`config.mk`:
```
export PLATFORM = sky130hd
export DESIGN_NAME = pdma_seq
export DESIGN_NICKNAME = d
export VERILOG_FILES = /design/src/rtl/pdma_pkg.sv /design/src/rtl/pdma_fifo.sv /design/src/rtl/pdma_engine.sv /design/src/rtl/pdma_regs.sv /design/src/rtl/pdma_seq.sv
export SDC_FILE = /design/constraint.sdc
export NUM_CORES = 1
export LEC_CHECK = 0
export BUFFER_PORTS_ARGS = -buffer_cell sky130_fd_sc_hd__buf_2
export CORE_MARGIN = 5
export CORE_UTILIZATION = 60
export DETAILED_ROUTE_END_ITERATION = 7
export PLACE_DENSITY = 0.76
export SLEW_MARGIN = 25
export SYNTH_ARGS = -nofsm -noshare
export SYNTH_HDL_FRONTEND = slang
export SYNTH_SLANG_ARGS = --single-unit
```
`constraint.sdc`:
```
create_clock -name clk -period 8.2 [get_ports clk]
set_clock_uncertainty 0.15 [all_clocks]
set_input_delay 1.64 -clock clk [delete_from_list [all_inputs] [get_ports clk]]
set_output_delay 1.64 -clock clk [all_outputs]
set_load 0.01 [all_outputs]
```
`src/rtl/pdma_pkg.sv`:
```
// Shared definitions for the period-descriptor playback sequencer.
package pdma_pkg;
    localparam int LEN_W      = 16;   // width of all byte-length fields
    localparam int DESC_BYTES = 8;    // descriptor stride in the table
    localparam int WORD_BYTES = 4;    // one stereo sample word

    // register addresses
    localparam logic [2:0] RA_LBASE = 3'd0;
    localparam logic [2:0] RA_LSIZE = 3'd1;
    localparam logic [2:0] RA_LPTR  = 3'd2;
    localparam logic [2:0] RA_PPTR  = 3'd3;
    localparam logic [2:0] RA_FSTAT = 3'd4;
    localparam logic [2:0] RA_CTRL  = 3'd5;
    localparam logic [2:0] RA_IRQ   = 3'd6;

    // kind of the outstanding memory read
    typedef enum logic [2:0] {
        OP_CUR_ADDR,
        OP_CUR_LEN,
        OP_NXT_ADDR,
        OP_NXT_LEN,
        OP_SAMPLE
    } mem_op_e;
endpackage

```
`src/rtl/pdma_fifo.sv`:
```
// Sample FIFO. Assumes DEPTH is a power of two and at least 2.
// The writer must only push while room_o is high; the read side is a
// valid/ready handshake with the head word presented combinationally.
module pdma_fifo #(
    parameter int W     = 32,
    parameter int DEPTH = 4
) (
    input  logic                         clk,
    input  logic                         rst_n,
    input  logic                         push_i,
    input  logic [W-1:0]                 din_i,
    output logic                         room_o,
    output logic                         valid_o,
    input  logic                         ready_i,
    output logic [W-1:0]                 dout_o,
    output logic [$clog2(DEPTH+1)-1:0]   cnt_o,
    output logic [$clog2(DEPTH)-1:0]     rd_idx_o
);
    localparam int IW = $clog2(DEPTH);
    localparam int CW = $clog2(DEPTH+1);

    logic [W-1:0]  store_q [DEPTH];
    logic [IW-1:0] wr_q, rd_q;
    logic [CW-1:0] cnt_q;
    logic          pop;

    assign pop      = valid_o && ready_i;
    assign valid_o  = (cnt_q != '0);
    assign room_o   = (cnt_q < CW'(DEPTH));
    assign dout_o   = store_q[rd_q];
    assign cnt_o    = cnt_q;
    assign rd_idx_o = rd_q;

    // Storage write at the tail.
    always_ff @(posedge clk) begin
        if (push_i) store_q[wr_q] <= din_i;
    end

    // Pointer and occupancy bookkeeping.
    always_ff @(posedge clk) begin
        if (!rst_n) begin
            wr_q  <= '0;
            rd_q  <= '0;
            cnt_q <= '0;
        end else begin
            if (push_i) wr_q <= wr_q + 1'b1;
            if (pop)    rd_q <= rd_q + 1'b1;
            cnt_q <= cnt_q + CW'(push_i) - CW'(pop);
        end
    end

    p_no_overflow_r8: assert property (@(posedge clk) disable iff (!rst_n)
        push_i |-> (cnt_q < CW'(DEPTH)));
    p_fill_bound_r8: assert property (@(posedge clk) disable iff (!rst_n)
        cnt_q <= CW'(DEPTH));
endmodule

```
`src/rtl/pdma_engine.sv`:
```
// Descriptor walker and sample fetcher. Keeps one memory read outstanding;
// the request is held until mem_rvalid_i. Assumes descriptor lengths are
// non-zero multiples of 4 and the table size a non-zero multiple of 8.
module pdma_engine
    import pdma_pkg::*;
#(
    parameter int AW = 32
) (
    input  logic             clk,
    input  logic             rst_n,
    input  logic             run_i,
    input  logic [AW-1:0]    base_i,
    input  logic [LEN_W-1:0] lsize_i,
    input  logic             room_i,
    output logic             mem_req_o,
    output logic [AW-1:0]    mem_addr_o,
    input  logic             mem_rvalid_i,
    input  logic [31:0]      mem_rdata_i,
    output logic             push_o,
    output logic [31:0]      push_data_o,
    output logic             done_o,
    output logic [LEN_W-1:0] list_ptr_o,
    output logic [LEN_W-1:0] per_ptr_o
);
    localparam int XW = LEN_W + 1;

    logic             active_q, pend_q, nxt_ok_q;
    mem_op_e          op_q;
    logic [AW-1:0]    addr_q, cur_addr_q, nxt_addr_q;
    logic [LEN_W-1:0] cur_len_q, nxt_len_q, ent_q, pos_q, nxt_off;
    logic             resp, last;

    assign resp        = pend_q && mem_rvalid_i;
    assign nxt_off     = ((XW'(ent_q) + XW'(DESC_BYTES)) >= XW'(lsize_i)) ? '0
                         : ent_q + LEN_W'(DESC_BYTES);
    assign last        = (XW'(pos_q) + XW'(WORD_BYTES)) >= XW'(cur_len_q);
    assign push_o      = resp && (op_q == OP_SAMPLE);
    assign push_data_o = mem_rdata_i;
    assign done_o      = push_o && last;
    assign mem_req_o   = pend_q;
    assign mem_addr_o  = addr_q;
    assign list_ptr_o  = ent_q;
    assign per_ptr_o   = pos_q;

    // Sequencer: start, response handling, next-read selection and stop.
    always_ff @(posedge clk) begin
        if (!rst_n) begin
            active_q   <= 1'b0;
            pend_q     <= 1'b0;
            nxt_ok_q   <= 1'b0;
            op_q       <= OP_CUR_ADDR;
            addr_q     <= '0;
            cur_addr_q <= '0;
            nxt_addr_q <= '0;
            cur_len_q  <= '0;
            nxt_len_q  <= '0;
            ent_q      <= '0;
            pos_q      <= '0;
        end else if (!active_q) begin
            if (run_i) begin
                active_q <= 1'b1;
                pend_q   <= 1'b1;
                op_q     <= OP_CUR_ADDR;
                addr_q   <= base_i;
                ent_q    <= '0;
                pos_q    <= '0;
                nxt_ok_q <= 1'b0;
            end
        end else if (resp) begin
            pend_q <= 1'b0;
            unique case (op_q)
                OP_CUR_ADDR: begin
                    cur_addr_q <= mem_rdata_i;
                    pend_q     <= 1'b1;
                    op_q       <= OP_CUR_LEN;
                    addr_q     <= addr_q + AW'(WORD_BYTES);
                end
                OP_CUR_LEN: cur_len_q <= mem_rdata_i[31:16];
                OP_NXT_ADDR: begin
                    nxt_addr_q <= mem_rdata_i;
                    pend_q     <= 1'b1;
                    op_q       <= OP_NXT_LEN;
                    addr_q     <= addr_q + AW'(WORD_BYTES);
                end
                OP_NXT_LEN: begin
                    nxt_len_q <= mem_rdata_i[31:16];
                    nxt_ok_q  <= 1'b1;
                end
                OP_SAMPLE: begin
                    if (last) begin
                        pos_q      <= '0;
                        ent_q      <= nxt_off;
                        cur_addr_q <= nxt_addr_q;
                        cur_len_q  <= nxt_len_q;
                        nxt_ok_q   <= 1'b0;
                    end else begin
                        pos_q <= pos_q + LEN_W'(WORD_BYTES);
                    end
                end
                default: ;
            endcase
            if (!run_i) begin
                active_q <= 1'b0;
                pend_q   <= 1'b0;
            end
        end else if (!pend_q) begin
            if (!run_i) begin
                active_q <= 1'b0;
            end else if (!nxt_ok_q) begin
                pend_q <= 1'b1;
                op_q   <= OP_NXT_ADDR;
                addr_q <= base_i + AW'(nxt_off);
            end else if (room_i) begin
                pend_q <= 1'b1;
                op_q   <= OP_SAMPLE;
                addr_q <= cur_addr_q + AW'(pos_q);
            end
        end
    end

    p_req_hold_r11: assert property (@(posedge clk) disable iff (!rst_n)
        (mem_req_o && !mem_rvalid_i) |=> (mem_req_o && $stable(mem_addr_o)));
    p_quiet_when_stopped_r9: assert property (@(posedge clk) disable iff (!rst_n)
        (!run_i && !mem_req_o) |=> !mem_req_o);
    p_period_restart_r10: assert property (@(posedge clk) disable iff (!rst_n)
        done_o |=> (per_ptr_o == '0));
    p_sample_needs_room_r8: assert property (@(posedge clk) disable iff (!rst_n)
        ($rose(mem_req_o) && op_q == OP_SAMPLE) |-> $past(room_i));
endmodule

```
`src/rtl/pdma_regs.sv`:
```
// Software register file: table base, table size, start bits, sticky
// write-one-to-clear interrupt status and read-back of engine state.
module pdma_regs
    import pdma_pkg::*;
#(
    parameter int AW   = 32,
    parameter int NCH  = 4,
    parameter int CHAN = 0,
    parameter int CW   = 3,
    parameter int IW   = 2
) (
    input  logic             clk,
    input  logic             rst_n,
    input  logic             wr_i,
    input  logic [2:0]       addr_i,
    input  logic [31:0]      wdata_i,
    output logic [31:0]      rdata_o,
    output logic [AW-1:0]    base_o,
    output logic [LEN_W-1:0] lsize_o,
    output logic             run_o,
    output logic             irq_o,
    input  logic             done_i,
    input  logic [LEN_W-1:0] list_ptr_i,
    input  logic [LEN_W-1:0] per_ptr_i,
    input  logic [CW-1:0]    fifo_cnt_i,
    input  logic [IW-1:0]    fifo_idx_i
);
    logic [AW-1:0]    base_q;
    logic [LEN_W-1:0] lsize_q;
    logic [NCH-1:0]   ctrl_q;
    logic             irq_q, clr;

    assign clr     = wr_i && (addr_i == RA_IRQ) && wdata_i[CHAN];
    assign base_o  = base_q;
    assign lsize_o = lsize_q;
    assign run_o   = ctrl_q[CHAN];
    assign irq_o   = irq_q;

    // Writable fields and the sticky interrupt (set wins over clear).
    always_ff @(posedge clk) begin
        if (!rst_n) begin
            base_q  <= '0;
            lsize_q <= '0;
            ctrl_q  <= '0;
            irq_q   <= 1'b0;
        end else begin
            if (wr_i && addr_i == RA_LBASE) base_q  <= wdata_i[AW-1:0];
            if (wr_i && addr_i == RA_LSIZE) lsize_q <= wdata_i[31:16];
            if (wr_i && addr_i == RA_CTRL)  ctrl_q  <= wdata_i[NCH-1:0];
            if (done_i)   irq_q <= 1'b1;
            else if (clr) irq_q <= 1'b0;
        end
    end

    // Read mux.
    always_comb begin
        unique case (addr_i)
            RA_LBASE: rdata_o = 32'(base_q);
            RA_LSIZE: rdata_o = {lsize_q, 16'h0000};
            RA_LPTR:  rdata_o = {16'h0000, list_ptr_i};
            RA_PPTR:  rdata_o = {16'h0000, per_ptr_i};
            RA_FSTAT: rdata_o = {16'(fifo_idx_i), 16'(fifo_cnt_i)};
            RA_CTRL:  rdata_o = 32'(ctrl_q);
            RA_IRQ:   rdata_o = 32'(irq_q) << CHAN;
            default:  rdata_o = '0;
        endcase
    end

    p_irq_sticky_r6: assert property (@(posedge clk) disable iff (!rst_n)
        (irq_q && !clr) |=> irq_q);
    p_irq_on_done_r6: assert property (@(posedge clk) disable iff (!rst_n)
        done_i |=> irq_q);
endmodule

```
`src/rtl/pdma_seq.sv`:
```
// Top: one playback channel. Wires the register file, the descriptor
// walker and the sample FIFO. CHAN selects the start and interrupt bit.
module pdma_seq
    import pdma_pkg::*;
#(
    parameter int AW         = 32,
    parameter int FIFO_DEPTH = 4,
    parameter int NCH        = 4,
    parameter int CHAN       = 0
) (
    input  logic          clk,
    input  logic          rst_n,
    input  logic          reg_wr,
    input  logic [2:0]    reg_addr,
    input  logic [31:0]   reg_wdata,
    output logic [31:0]   reg_rdata,
    output logic          irq,
    output logic          mem_req,
    output logic [AW-1:0] mem_addr,
    input  logic          mem_rvalid,
    input  logic [31:0]   mem_rdata,
    output logic          smp_valid,
    input  logic          smp_ready,
    output logic [31:0]   smp_data
);
    localparam int CW = $clog2(FIFO_DEPTH + 1);
    localparam int IW = $clog2(FIFO_DEPTH);

    logic             run, room, push, done;
    logic [31:0]      push_data;
    logic [AW-1:0]    base;
    logic [LEN_W-1:0] lsize, list_ptr, per_ptr;
    logic [CW-1:0]    fcnt;
    logic [IW-1:0]    fidx;

    pdma_regs #(.AW(AW), .NCH(NCH), .CHAN(CHAN), .CW(CW), .IW(IW)) u_regs (
        .clk(clk), .rst_n(rst_n), .wr_i(reg_wr), .addr_i(reg_addr),
        .wdata_i(reg_wdata), .rdata_o(reg_rdata), .base_o(base),
        .lsize_o(lsize), .run_o(run), .irq_o(irq), .done_i(done),
        .list_ptr_i(list_ptr), .per_ptr_i(per_ptr), .fifo_cnt_i(fcnt),
        .fifo_idx_i(fidx)
    );

    pdma_engine #(.AW(AW)) u_engine (
        .clk(clk), .rst_n(rst_n), .run_i(run), .base_i(base),
        .lsize_i(lsize), .room_i(room), .mem_req_o(mem_req),
        .mem_addr_o(mem_addr), .mem_rvalid_i(mem_rvalid),
        .mem_rdata_i(mem_rdata), .push_o(push), .push_data_o(push_data),
        .done_o(done), .list_ptr_o(list_ptr), .per_ptr_o(per_ptr)
    );

    pdma_fifo #(.W(32), .DEPTH(FIFO_DEPTH)) u_fifo (
        .clk(clk), .rst_n(rst_n), .push_i(push), .din_i(push_data),
        .room_o(room), .valid_o(smp_valid), .ready_i(smp_ready),
        .dout_o(smp_data), .cnt_o(fcnt), .rd_idx_o(fidx)
    );
endmodule

```
==> results of run 1 <==
==> cell families after synthesis <==
kind of cell	after synthesis	share of synthesized area
AND/OR/NAND/NOR	679	0.1693
AO/OA/AOI/OAI	500	0.1882
flip-flops	354	0.4425
buffers and inverters	191	0.04089
multiplexers	92	0.07153
XOR/XNOR	86	0.03983
adder cells (fa/ha/maj)	71	0.04777
==> worst max-delay path, stage by stage, from the launching register on <==
cell and delay [ns]:
sky130_fd_sc_hd__dfxtp_1 0.39, sky130_fd_sc_hd__ha_1 0.24, sky130_fd_sc_hd__and3_1 0.21, sky130_fd_sc_hd__nand3_1 0.16, sky130_fd_sc_hd__or2_2 0.38, sky130_fd_sc_hd__nor2_1 0.26
sky130_fd_sc_hd__nand3_1 0.13, sky130_fd_sc_hd__xnor2_1 0.32, sky130_fd_sc_hd__ha_1 0.33, sky130_fd_sc_hd__nand4_1 0.10, sky130_fd_sc_hd__nor2_1 0.04, sky130_fd_sc_hd__a31oi_1 0.15
sky130_fd_sc_hd__o211ai_1 0.15, sky130_fd_sc_hd__a31oi_2 0.42, sky130_fd_sc_hd__buf_4 0.27, sky130_fd_sc_hd__and2_1 0.16, sky130_fd_sc_hd__ha_1 0.19, sky130_fd_sc_hd__inv_1 0.06
sky130_fd_sc_hd__fa_1 0.38, sky130_fd_sc_hd__nor2b_1 0.20, sky130_fd_sc_hd__o2111ai_1 0.19, sky130_fd_sc_hd__a211oi_1 0.26, sky130_fd_sc_hd__buf_4 0.18, sky130_fd_sc_hd__o21ai_0 0.17
sky130_fd_sc_hd__a21oi_1 0.37, sky130_fd_sc_hd__nand4_1 0.16, sky130_fd_sc_hd__mux2i_1 0.15, sky130_fd_sc_hd__o311ai_0 0.34
==> per-stage QoR <==
step,power (uW),hold WS [ns],cell area [um^2],util
after floorplan,2227,0.2832,18910,-
after global placement,2392,0.2992,20020,0.6394
after detailed placement,2398,0.3079,20040,0.6400
after CTS,4137,0.3169,21320,0.6810
after global routing,4255,0.3406,21320,0.6810
final,4107,0.3152,21320,0.6810
==> layout by cell type (no fill, tap or decap), types with 7 or more instances in the layout <==
master,count
sky130_fd_sc_hd__a21boi_0,101
sky130_fd_sc_hd__clkbuf_1,9
sky130_fd_sc_hd__a221oi_1,9
sky130_fd_sc_hd__a21o_1,12
sky130_fd_sc_hd__nand4_1,21
sky130_fd_sc_hd__nor3_1,14
sky130_fd_sc_hd__xor2_1,38
sky130_fd_sc_hd__and2_1,31
sky130_fd_sc_hd__edfxtp_1,128
sky130_fd_sc_hd__o221ai_1,7
sky130_fd_sc_hd__nor2_1,93
sky130_fd_sc_hd__buf_4,32
sky130_fd_sc_hd__nor2b_1,44
sky130_fd_sc_hd__mux2_2,15
sky130_fd_sc_hd__o21ai_0,67
sky130_fd_sc_hd__a32o_1,10
sky130_fd_sc_hd__or3_1,10
sky130_fd_sc_hd__dfxtp_1,225
sky130_fd_sc_hd__clkbuf_16,38
sky130_fd_sc_hd__nand3_1,48
sky130_fd_sc_hd__a31oi_1,7
sky130_fd_sc_hd__inv_1,65
sky130_fd_sc_hd__nand2_1,331
sky130_fd_sc_hd__nand2b_1,9
sky130_fd_sc_hd__o21a_1,7
sky130_fd_sc_hd__a22oi_1,25
sky130_fd_sc_hd__ha_1,69
sky130_fd_sc_hd__mux4_2,33
sky130_fd_sc_hd__and3_1,27
sky130_fd_sc_hd__a211oi_1,18
sky130_fd_sc_hd__buf_2,169
sky130_fd_sc_hd__a21oi_1,113
sky130_fd_sc_hd__o211a_1,52
sky130_fd_sc_hd__xnor2_1,48
sky130_fd_sc_hd__o211ai_1,13
sky130_fd_sc_hd__mux2i_1,44
==> layer usage <==
metal  wire length, um  GRT usage
met2             26220     0.5079
met4              1874    0.09430
met3              4134    0.04896
met5                 0          0
met1             22980     0.4137
==> flip-flops by register name, summed over array words and instances (netlist names), named ones only <==
register and cells:
u_fifo.store_q 128, u_engine.cur_addr_q 32, u_engine.mem_addr_o 32, u_engine.nxt_addr_q 32
u_regs.base_o 32, u_engine.cur_len_q 16, u_engine.list_ptr_o 16, u_engine.nxt_len_q 16
u_regs.lsize_o 16, u_engine.per_ptr_o 14, u_regs.ctrl_q 4, u_engine.op_q 3
u_fifo.cnt_o 3, u_fifo.rd_idx_o 2, u_fifo.wr_q 2, u_engine.active_q 1
u_engine.mem_req_o 1, u_engine.nxt_ok_q 1, u_regs.irq_o 1
==> worst min path at each step <==
stage | slack (ns) | cells past startpoint | to
after detailed placement | 0.31 | 2 | u_engine.nxt_addr_q[0]
after global routing | 0.34 | 2 | u_engine.nxt_addr_q[28]
after CTS | 0.32 | 2 | u_engine.nxt_addr_q[0]
final | 0.32 | 2 | u_engine.nxt_addr_q[8]
after floorplan | 0.28 | 2 | u_engine.list_ptr_o[2]
after global placement | 0.30 | 2 | u_engine.nxt_addr_q[0]
==> power groups by stage <==
stage / Combinational (uW) / Sequential [uW] / Clock (uW)
final: 486 / 1870 / 1750
after global routing: 535 / 1870 / 1850
after CTS: 492 / 1870 / 1770
after detailed placement: 488 / 1910 / 0
after global placement: 483 / 1910 / 0
after floorplan: 330 / 1900 / 0
==> area by class of cell <==
class                   instances  area [um^2]
multi-input cells            1428         9826
well taps                     402        503.0
flip-flops and latches        354         8369
clock buffers                  51         1040
repair buffers                202         1097
fillers                      2457         9990
clock inverters                18        242.7
inverters                      65        244.0
==> impl_results.rst, run 1 <==
.. list-table::
   :header-rows: 1

   * - Metric
     - Value
   * - Final period demand of the worst path
     - roughly 6.6 ns
   * - Nature of the critical path startpoint
     - register
   * - Ys async rst share
     - 0
   * - Number of warning messages in the yosys log
     - 0
   * - Number of register bits inferred by synthesis
     - 354
   * - Input/output buffers
     - between 150 and 200
   * - Maximum fanout count along the critical path
     - 13
   * - Via-to-Cell Ratio
     - around 6.2
   * - Fraction of power spent switching nets
     - 0.2457
   * - Arrival @ worst endpoint
     - 6.89 ns
   * - Most frequent cell after synthesis
     - sky130_fd_sc_hd__nand2_1
   * - Relative slew slack
     - 0.3673
   * - Run status
     - finished, final reports clean
   * - Cell internal pwr
     - between 3000 and 4000 uW
   * - Least-Margin Pin Slew
     - around 0.95 ns
   * - Type of the setup path with the least slack
     - register to register
   * - Clock Pin Slew Worst Setup and Hold Paths
     - roughly 0.060 ns
   * - Number of nets at the end of the flow
     - roughly 2200
   * - Max-cap viol count
     - 0
   * - Setup slack at placement
     - 1.663 ns
   * - Floorplan core area
     - 31310 um^2
   * - TritonCTS clock tree
     - yes
   * - Total gr overflow
     - 0
   * - Maximum frequency from static timing analysis
     - roughly 150 MHz
   * - Count of flip-flops with a built-in enable after synthesis
     - approximately 130
   * - Effective utilization at floorplan
     - 0.6039
   * - Clock power frac
     - 0.426
   * - Global-route usage over all layers
     - 0.3052
   * - Max Root-Sink Buffers
     - 3
   * - Fin worst setup slack
     - around 1.6 ns
   * - Slew Viols, Final
     - 0
   * - Placed insts
     - roughly 2500
   * - Proportion of synthesized chip area in sequential cells
     - 0.4425
   * - Most common library cells after synthesis
     - 331 x sky130_fd_sc_hd__nand2_1, 226 x sky130_fd_sc_hd__dfxtp_1, 128 x sky130_fd_sc_hd__edfxtp_1
   * - RSZ-0062 raised after global routing
     - false
   * - Final setup viols
     - 0
   * - Final hold vios
     - 0
   * - Worst flop-to-flop path endpoint
     - u_engine.mem_addr_o[24]
   * - Library cell with the largest summed area after synthesis
     - sky130_fd_sc_hd__dfxtp_1
   * - Placement row count
     - 65
   * - Cell count after synthesis
     - between 1500 and 2000
   * - Reg-to-Reg Start
     - u_engine.list_ptr_o[4]
   * - Net switching power
     - 1009 uW
   * - Sort of element at the end of the critical path
     - register
   * - Maximum number of pins on one net before global-route repair
     - between 100 and 150
   * - Top-level port count
     - 171
   * - Relative contribution of combinational cells to total power
     - 0.118
   * - Seq pwr share
     - 0.456
   * - CTS root buffer
     - sky130_fd_sc_hd__clkbuf_16
   * - Number of levels the H-tree was split into
     - 2
   * - Aggregate negative setup slack
     - 0 ns
   * - Leak Pwr
     - between 0.008 and 0.009 uW
   * - Number of design-rule violations left by the first detailed-router iteration
     - about 1200
   * - Average instance area after synthesis
     - about 9.6 um^2
   * - Syn_nets
     - roughly 2100
   * - Synth Flop Type
     - sky130_fd_sc_hd__dfxtp_1
   * - Top-area cell type share of the netlist area
     - 0.2393
   * - # clock sinks
     - about 350
   * - Final period util
     - 0.8089
   * - Post-synthesis instance area
     - ~19000 um^2
   * - DP Wirelength
     - slightly below 40 mm
   * - Total power per unit cell area
     - between 150 and 200 nW/um^2
   * - Number of library cell types mapped by synthesis
     - 84
   * - Layout cells sized above 1
     - 0.1572
   * - Height of the die
     - about 190 um
   * - R2R depth
     - 27
   * - Average wire per standard cell
     - around 22 um
   * - Cell types with the largest area share after synthesis
     - sky130_fd_sc_hd__dfxtp_1 24%, sky130_fd_sc_hd__edfxtp_1 20%, sky130_fd_sc_hd__nand2_1 6.6%
   * - Final antenna-violating net count
     - 0
   * - Number of antenna violations at the first check in global routing
     - 0
   * - CTS-repair resized insts
     - 0
   * - Worst hold path class
     - register to register
   * - CTS hold repair buffers
     - 0
   * - Post-CTS setup buffer count
     - 0
   * - Number of clock buffers inserted by TritonCTS
     - 38
   * - Source of the worst hold timing path
     - u_engine.nxt_addr_q[8]
   * - Number of vias in the routed layout
     - between 15000 and 20000
   * - Clk Latency, worst-skew pair
     - approximately 0.54 ns
   * - DRC errors left
     - 0
   * - Placer Congestion
     - around 0.96
   * - Setup crit end
     - u_engine.mem_addr_o[24]
   * - Internal reg-to-reg setup slack
     - 1.57 ns
   * - Launching element of the worst setup path
     - u_engine.list_ptr_o[4]
   * - Final WL
     - 55.20 mm
   * - First drt pass iteration count
     - 5
   * - Die area
     - ~35000 um^2
   * - Horizontal die dimension
     - approximately 190 um
   * - Number of global-route vias before repair
     - about 15000
   * - Worst vdd rail ir drop
     - 0.1627 mV
   * - Post-Layout Cell Count
     - about 2500
   * - Number of antenna diodes
     - 0
   * - Area growth from synthesis to layout
     - 12.76%
   * - CP Data Required Time
     - 8.46 ns
   * - First-pass GRT wire length
     - just under 90 mm
Note: power is estimated with default switching activity, not from simulation.
==> run 2: changes to the inputs <==
--- a/config.mk
+++ b/config.mk
@@ -5,6 +5,7 @@
 export SDC_FILE = /design/constraint.sdc
 export NUM_CORES = 1
 export LEC_CHECK = 0
+export ABC_AREA = 1
 export BUFFER_PORTS_ARGS = -buffer_cell sky130_fd_sc_hd__buf_2
 export CORE_MARGIN = 5
 export CORE_UTILIZATION = 60
==> constraint.sdc (replaced) <==
create_clock -name clk -period 6.6 [get_ports clk]
set_clock_uncertainty 0.15 [all_clocks]
set_input_delay 1.32 -clock clk [delete_from_list [all_inputs] [get_ports clk]]
set_output_delay 1.32 -clock clk [all_outputs]
set_load 0.01 [all_outputs]
==> run 2 against run 1 <==
Against the previous run: maximum frequency rose by 19%; combinational power rose by 38%; flip-flop and latch count did not move; sequential share of layout area fell by 1.2 points; routed wire length rose by 15%; sequential power rose by 24%; critical path depth rose by 1; critical path type unchanged; largest power group unchanged.
==> impl_results.rst, run 2 <==
.. list-table::
   :header-rows: 1

   * - Metric
     - Value
   * - Top-area cell type share of the netlist area
     - 0.2302
   * - Most common library cells after synthesis
     - 502 x sky130_fd_sc_hd__nand2_1, 318 x sky130_fd_sc_hd__inv_1, 296 x sky130_fd_sc_hd__a21oi_1
   * - Most frequent cell after synthesis
     - sky130_fd_sc_hd__nand2_1
   * - Floorplan core area
     - 32450 um^2
   * - Run status
     - finished, final reports clean
   * - Syn_nets
     - 2789
   * - Net switching power
     - 1390 uW
   * - Placed insts
     - approximately 3200
   * - Number of nets at the end of the flow
     - 2899
   * - Cell types with the largest area share after synthesis
     - sky130_fd_sc_hd__dfxtp_1 23%, sky130_fd_sc_hd__edfxtp_1 20%, sky130_fd_sc_hd__nand2_1 9.6%
   * - Fraction of power spent switching nets
     - 0.2682
   * - Post-CTS setup buffer count
     - 0
   * - Final hold vios
     - 0
   * - Final setup viols
     - 0
   * - Count of flip-flops with a built-in enable after synthesis
     - approximately 130
   * - Number of warning messages in the yosys log
     - 0
   * - Max-cap viol count
     - 0
   * - Post-Layout Cell Count
     - between 3000 and 4000
   * - Number of flip-flops in the largest register
     - 128
   * - Final Cell Area
     - 22020 um^2
   * - Ys async rst share
     - 0
   * - Number of levels the H-tree was split into
     - 2
   * - Maximum fanout count along the critical path
     - 11
   * - Input/output buffers
     - 170
   * - Average instance area after synthesis
     - approximately 7.4 um^2
   * - Placer Congestion
     - 0.9584
   * - Leak Pwr
     - roughly 0.0089 uW
   * - Post-synthesis instance area
     - about 20000 um^2
   * - Cell count after synthesis
     - between 2000 and 3000
   * - Number of global-route vias before repair
     - 17720
   * - Final period util
     - 0.8444
   * - Final WL
     - ~63 mm
   * - Arrival @ worst endpoint
     - just under 6 ns
   * - # clock sinks
     - ~350
   * - Maximum frequency from static timing analysis
     - approximately 180 MHz
   * - Filler cell count
     - around 2800
   * - Library cell with the largest summed area after synthesis
     - sky130_fd_sc_hd__dfxtp_1
   * - Relative slew slack
     - 0.2834
   * - Horizontal die dimension
     - 191 um
   * - Cell mode on critical path
     - sky130_fd_sc_hd__nand2_1
   * - Proportion of synthesized chip area in sequential cells
     - 0.4257
   * - Relative contribution of combinational cells to total power
     - 0.129
   * - Post-layout utilization of the core
     - 0.6784
   * - CP Data Required Time
     - roughly 7 ns
   * - Commonest non-fill, non-tap cells in the layout
     - 501 x sky130_fd_sc_hd__nand2_1, 318 x sky130_fd_sc_hd__inv_1, 296 x sky130_fd_sc_hd__a21oi_1, 288 x sky130_fd_sc_hd__o21ai_0, 225 x sky130_fd_sc_hd__dfxtp_1
   * - Number of design-rule violations left by the first detailed-router iteration
     - about 2200
   * - TritonCTS clock tree
     - yes
   * - Worst hold path class
     - register to register
   * - Final period demand of the worst path
     - roughly 5.6 ns
   * - Number of library cell types mapped by synthesis
     - 54
   * - Least-Margin Pin Slew
     - ~1.1 ns
   * - Global-route usage over all layers
     - 0.3376
   * - Maximum number of pins on one net before global-route repair
     - 84
   * - Cell internal pwr
     - roughly 3800 uW
   * - Total gr overflow
     - 0
   * - Area of placed instances
     - roughly 21000 um^2
   * - Worst Hold Margin
     - approximately 0.3 ns
   * - Clk Latency, worst-skew pair
     - 0.54 ns
   * - RSZ-0062 raised after global routing
     - false
   * - Effective utilization at floorplan
     - 0.6057
   * - Crit path largest cell delay
     - between 0.4 and 0.5 ns
   * - Slowest stage cell on the critical path
     - sky130_fd_sc_hd__o21ai_0
   * - Clock power frac
     - 0.424
   * - Top-level port count
     - 171
   * - CTS root buffer
     - sky130_fd_sc_hd__clkbuf_16
   * - Number of antenna violations at the first check in global routing
     - 1
   * - Number of register bits inferred by synthesis
     - 354
   * - DP Wirelength
     - 46.63 mm
   * - Synth Flop Type
     - sky130_fd_sc_hd__dfxtp_1
   * - Placement row count
     - between 60 and 70
   * - Number of clock buffers inserted by TritonCTS
     - 38
   * - Layout cells sized above 1
     - 0.1156
   * - Max Root-Sink Buffers
     - 3
   * - First drt pass iteration count
     - 6
   * - Height of the die
     - ~190 um
   * - Register bank with the most flops
     - u_fifo.store_q
   * - Worst vdd rail ir drop
     - ~0.27 mV
   * - Type of the setup path with the least slack
     - register to register
   * - CTS hold repair buffers
     - 0
   * - Slew Viols, Final
     - 0
   * - Nature of the critical path startpoint
     - register
   * - Via-to-Cell Ratio
     - about 6
   * - First-pass GRT wire length
     - roughly 98 mm
   * - Commonest non-fill, non-tap cell in the layout
     - sky130_fd_sc_hd__nand2_1
   * - DRC errors left
     - 0
   * - Die area
     - 36480 um^2
   * - Aggregate negative setup slack
     - 0 ns
   * - Total power per unit cell area
     - roughly 240 nW/um^2
   * - Area growth from synthesis to layout
     - 12.01%
   * - Number of vias in the routed layout
     - slightly below 20000
   * - Clock Pin Slew Worst Setup and Hold Paths
     - around 0.06 ns
   * - Final antenna-violating net count
     - 0
   * - Sort of element at the end of the critical path
     - register
   * - CTS-repair resized insts
     - 0
   * - Seq pwr share
     - 0.446
   * - Average wire per standard cell
     - around 20 um
-- run 2: cell count changes after synthesis, sizes merged, moves of 33 or more --
| cell | change |
|---|---|
| a21boi | -106 |
| a21oi | +197 |
| and2 | -33 |
| inv | +260 |
| mux2i | -44 |
| mux4 | -33 |
| nand2 | +193 |
| nand3 | +149 |
| nor2 | +121 |
| nor2b | -44 |
| o211a | -52 |
| o21ai | +237 |
| o22ai | +49 |
| xnor2 | -44 |
-- run 2: layout make-up --
type                       instances  area [um^2]  share of cell area
sequential                       354         8369              0.3801
multi-input combinational       1847         9573              0.4348
clock buffer                      56         1109             0.05035
timing repair buffer             187        980.9             0.04456
inverter                         328         1231             0.05592
tap                              442        553.0             0.02512
clock inverter                    13        197.7            0.008979
antenna                            1        2.502           0.0001137
-- run 2: critical path, delay by kind of cell (launching register included) --
kind	cells	cell delay (ns)
adders and majority gates	3	0.97
xor gates and xnor gates	1	0.26
DFF	1	0.41
buffers and inverters	2	0.19
and+or+nand+nor	20	2.92
AOI/OAI and AO/OA	2	0.58
-- run 2: per-stage QoR --
stage               worst slack, ns  total power, uW
finish                        1.027             5182
global route                 0.3995             5362
CTS                           1.133             5178
detailed placement            1.159             3016
global placement              1.331             2998
floorplan                     2.080             2761
-- run 2: cells by family after synthesis --
kind of cell	after synthesis	synth area share
adders and majority gates	71	0.04596
buffers and inverters	445	0.08810
DFF	354	0.4257
AOI/OAI and AO/OA	712	0.1947
xor gates and xnor gates	41	0.01827
and+or+nand+nor	1023	0.2273
-- run 2: path summary, 6_finish.rpt --
check                                              from                       to  slack (ns)  cells past startpoint
worst max-delay path             u_engine.list_ptr_o[3]  u_engine.mem_addr_o[25]        1.03                     28
worst min-delay path            u_engine.nxt_addr_q[30]  u_engine.nxt_addr_q[30]        0.30                      2
worst max register to register   u_engine.list_ptr_o[3]  u_engine.mem_addr_o[25]        1.03                     28
worst min register to register  u_engine.nxt_addr_q[30]  u_engine.nxt_addr_q[30]        0.30                      2
-- run 2: per-layer routing --
metal,vias to the layer above,wire [um],GRT usage
li1,9122,-,-
met1,9012,27520,0.5043
met2,976,27070,0.4977
met3,141,6824,0.06574
met4,0,1971,0.1028
met5,-,0,0
-- run 2: power by group through the flow --
stage	Combinational (uW)	Sequential, uW	Clock, uW
3_3_place_gp	639	2360	0
6_report	670	2310	2200
4_1_cts	663	2310	2200
5_1_grt	735	2310	2310
2_1_floorplan	412	2350	0
3_5_place_dp	657	2360	0
==> run 3: changes to the inputs <==
==> constraint.sdc (replaced) <==
create_clock -name clk -period 5.6 [get_ports clk]
set_clock_uncertainty 0.15 [all_clocks]
set_input_delay 1.12 -clock clk [delete_from_list [all_inputs] [get_ports clk]]
set_output_delay 1.12 -clock clk [all_outputs]
set_load 0.01 [all_outputs]
==> run 3 against run 2 <==
Against the previous run: setup slack lost 0.67 ns; first-iteration DRC count grew 25%; hold slack is essentially flat; critical endpoint unchanged; critical path depth grew 1.
==> impl_results.rst, run 3 (synthesis results as in run 2) <==
.. list-table::
   :header-rows: 1

   * - Metric
     - Value
   * - Run status
     - finished, final reports clean
   * - Number of cells on the critical path
     - 29
   * - Horizontal die dimension
     - around 190 um
   * - Least-Margin Pin Slew
     - ~1.0 ns
   * - Cell internal pwr
     - between 4000 and 5000 uW
   * - Launching element of the worst setup path
     - u_engine.list_ptr_o[4]
   * - Clock power frac
     - 0.425
   * - Number of antenna violations at the first check in global routing
     - 0
   * - DRC errors left
     - 0
   * - Seq pwr share
     - 0.445
   * - Number of design-rule violations left by the first detailed-router iteration
     - roughly 2700
   * - Via-to-Cell Ratio
     - 5.998
   * - Final Cell Area
     - roughly 22000 um^2
   * - Height of the die
     - approximately 190 um
   * - Final WL
     - approximately 64 mm
   * - Register Area
     - between 8000 and 9000 um^2
   * - Setup crit end
     - u_engine.mem_addr_o[25]
   * - Type of the setup path with the least slack
     - register to register
   * - Maximum frequency from static timing analysis
     - about 190 MHz
   * - Final antenna-violating net count
     - 0
   * - Relative contribution of combinational cells to total power
     - 0.130
   * - R2R depth
     - 29
   * - # clock sinks
     - ~350
   * - Floorplan core area
     - between 30000 and 40000 um^2
   * - Fin worst setup slack
     - 0.3576 ns
   * - Commonest non-fill, non-tap cells in the layout
     - 500 x sky130_fd_sc_hd__nand2_1, 317 x sky130_fd_sc_hd__inv_1, 296 x sky130_fd_sc_hd__a21oi_1, 287 x sky130_fd_sc_hd__o21ai_0, 224 x sky130_fd_sc_hd__dfxtp_1
   * - Die area
     - about 36000 um^2
   * - Slew Viols, Final
     - 0
   * - Layout cells sized above 1
     - 0.1190
   * - First-pass GRT wire length
     - roughly 99 mm
   * - Total gr overflow
     - 0
   * - Internal reg-to-reg setup slack
     - 0.36 ns
   * - Net switching power
     - ~1600 uW
   * - Area growth from synthesis to layout
     - 12.22%
   * - Number of levels the H-tree was split into
     - 2
   * - Global-route usage over all layers
     - 0.3439
   * - Number of flip-flops in the largest register
     - approximately 130
   * - Final hold vios
     - 0
   * - Maximum number of pins on one net before global-route repair
     - 82
   * - Aggregate negative setup slack
     - 0 ns
   * - CTS root buffer
     - sky130_fd_sc_hd__clkbuf_16
   * - Critical path's top delay family
     - simple AND/OR/NAND/NOR gates
   * - Clk Latency, worst-skew pair
     - about 0.54 ns
   * - Number of vias in the routed layout
     - ~19000
   * - Leak Pwr
     - around 0.0089 uW
   * - Final setup viols
     - 0
   * - Effective utilization at floorplan
     - 0.6057
   * - RSZ-0062 raised after global routing
     - false
   * - Maximum fanout count along the critical path
     - 6
   * - Average wire per standard cell
     - 19.83 um
   * - Buffering stage count on the worst path with inverters included
     - 3
   * - Total power per unit cell area
     - around 280 nW/um^2
   * - Final period util
     - 0.9362
   * - DP Wirelength
     - around 47 mm
   * - Worst hold path class
     - register to register
   * - Sort of element at the end of the critical path
     - register
   * - Arrival @ worst endpoint
     - ~5.6 ns
   * - Commonest non-fill, non-tap cell in the layout
     - sky130_fd_sc_hd__nand2_1
   * - First drt pass iteration count
     - 6
   * - Filler cell count
     - between 2000 and 3000
   * - Final period demand of the worst path
     - between 5 and 6 ns
   * - Setup slack at placement
     - approximately 0.13 ns
   * - Number of antenna diodes
     - 0
   * - Relative slew slack
     - 0.3056
   * - Slowest stage cell on the critical path
     - sky130_fd_sc_hd__ha_1
   * - Placement row count
     - 66
   * - CTS hold repair buffers
     - 0
   * - Max Root-Sink Buffers
     - 3
   * - Cell mode on critical path
     - sky130_fd_sc_hd__nand2_1
   * - Worst vdd rail ir drop
     - 0.3429 mV
   * - Source of the worst hold timing path
     - u_engine.nxt_addr_q[31]
   * - Reg-to-Reg Start
     - u_engine.list_ptr_o[4]
   * - Placer Congestion
     - just over 1
   * - Crit path largest cell delay
     - approximately 0.41 ns
   * - Register bank with the most flops
     - u_fifo.store_q
   * - CP Data Required Time
     - 5.91 ns
   * - Number of nets at the end of the flow
     - between 2000 and 3000
   * - Area of combinational cells with multiple inputs
     - roughly 9600 um^2
   * - Input/output buffers
     - 170
   * - Number of global-route vias before repair
     - around 18000
   * - Worst flop-to-flop path endpoint
     - u_engine.mem_addr_o[25]
   * - Number of clock buffers inserted by TritonCTS
     - 39
   * - Clock Pin Slew Worst Setup and Hold Paths
     - 0.06 ns
   * - Area of placed instances
     - a little over 20000 um^2
   * - Fraction of power spent switching nets
     - 0.2685
   * - Nature of the critical path startpoint
     - register
   * - TritonCTS clock tree
     - yes
   * - Top-level port count
     - about 170
   * - Max-cap viol count
     - 0
## run 3: cell types whose count changed in the layout (fill, tap and decap cells not counted), sizes merged
cell | previous run | this run
bufinv | 3 | 4
clkbuf | 56 | 50
clkinv | 12 | 13
clkinvlp | 1 | 5
inv | 325 | 327
buf | 187 | 191
diode | 1 | 0
## run 3: area by class of cell
cell class,instances,area share
multi-input cells,1847,0.4352
flip-flops and latches,354,0.3795
inverters,328,0.05581
clock buffers,50,0.04838
repair buffers,191,0.04583
well taps,442,0.02507
clock inverters,21,0.01021
## run 3: metal layers
layer  vias to the layer above  routed length [um]  GRT usage
met3                       125                6606    0.05679
met5                         -                   0   0.001374
met1                      9067               28380     0.5203
li1                       9147                   -          -
met2                      1051               27260     0.5068
met4                         0                1873     0.1050
## run 3: power by group through the flow
stage | registers [uW] | logic [uW] | clock network (uW)
after floorplan | 2770 | 486 | 0
after global routing | 2730 | 870 | 2740
after global placement | 2780 | 757 | 0
after detailed placement | 2780 | 781 | 0
final | 2730 | 797 | 2600
after CTS | 2730 | 786 | 2620
## run 3: repair_timing
item,4_1_cts,5_1_grt
buffers inserted,0,1
resized for setup,0,7
setup endpoints to repair,0,21
## run 3: through the flow
| stage | instances | total power, uW | util | hold WS, ns |
|---|---|---|---|---|
| global route | 3233 | 6337 | 0.6797 | 0.3191 |
| finish | 3233 | 6129 | 0.6797 | 0.2979 |
| global placement | 3161 | 3539 | 0.6386 | 0.2851 |
| floorplan | 2646 | 3254 | - | 0.2745 |
| detailed placement | 3161 | 3563 | 0.6386 | 0.2904 |
| CTS | 3232 | 6135 | 0.6785 | 0.2997 |
## run 3: worst min path at each step
stage / endpoint / cells after the start / slack [ns]
detailed placement: u_engine.nxt_len_q[4] / 2 / 0.29
global route: u_engine.nxt_len_q[8] / 2 / 0.32
global placement: u_engine.nxt_addr_q[16] / 2 / 0.29
CTS: u_engine.nxt_len_q[4] / 2 / 0.30
floorplan: u_engine.nxt_addr_q[0] / 2 / 0.27
finish: u_engine.nxt_addr_q[31] / 2 / 0.30
## run 3: worst reg2reg max path, delay by kind of cell (launching register included)
kind / cells / cell delay [ns]
AO/OA/AOI/OAI: 1 / 0.14
XOR/XNOR: 1 / 0.25
buffers and inverters: 3 / 0.39
AND/OR/NAND/NOR: 21 / 2.85
flip-flops: 1 / 0.38
adder cells (fa/ha/maj): 3 / 1.00
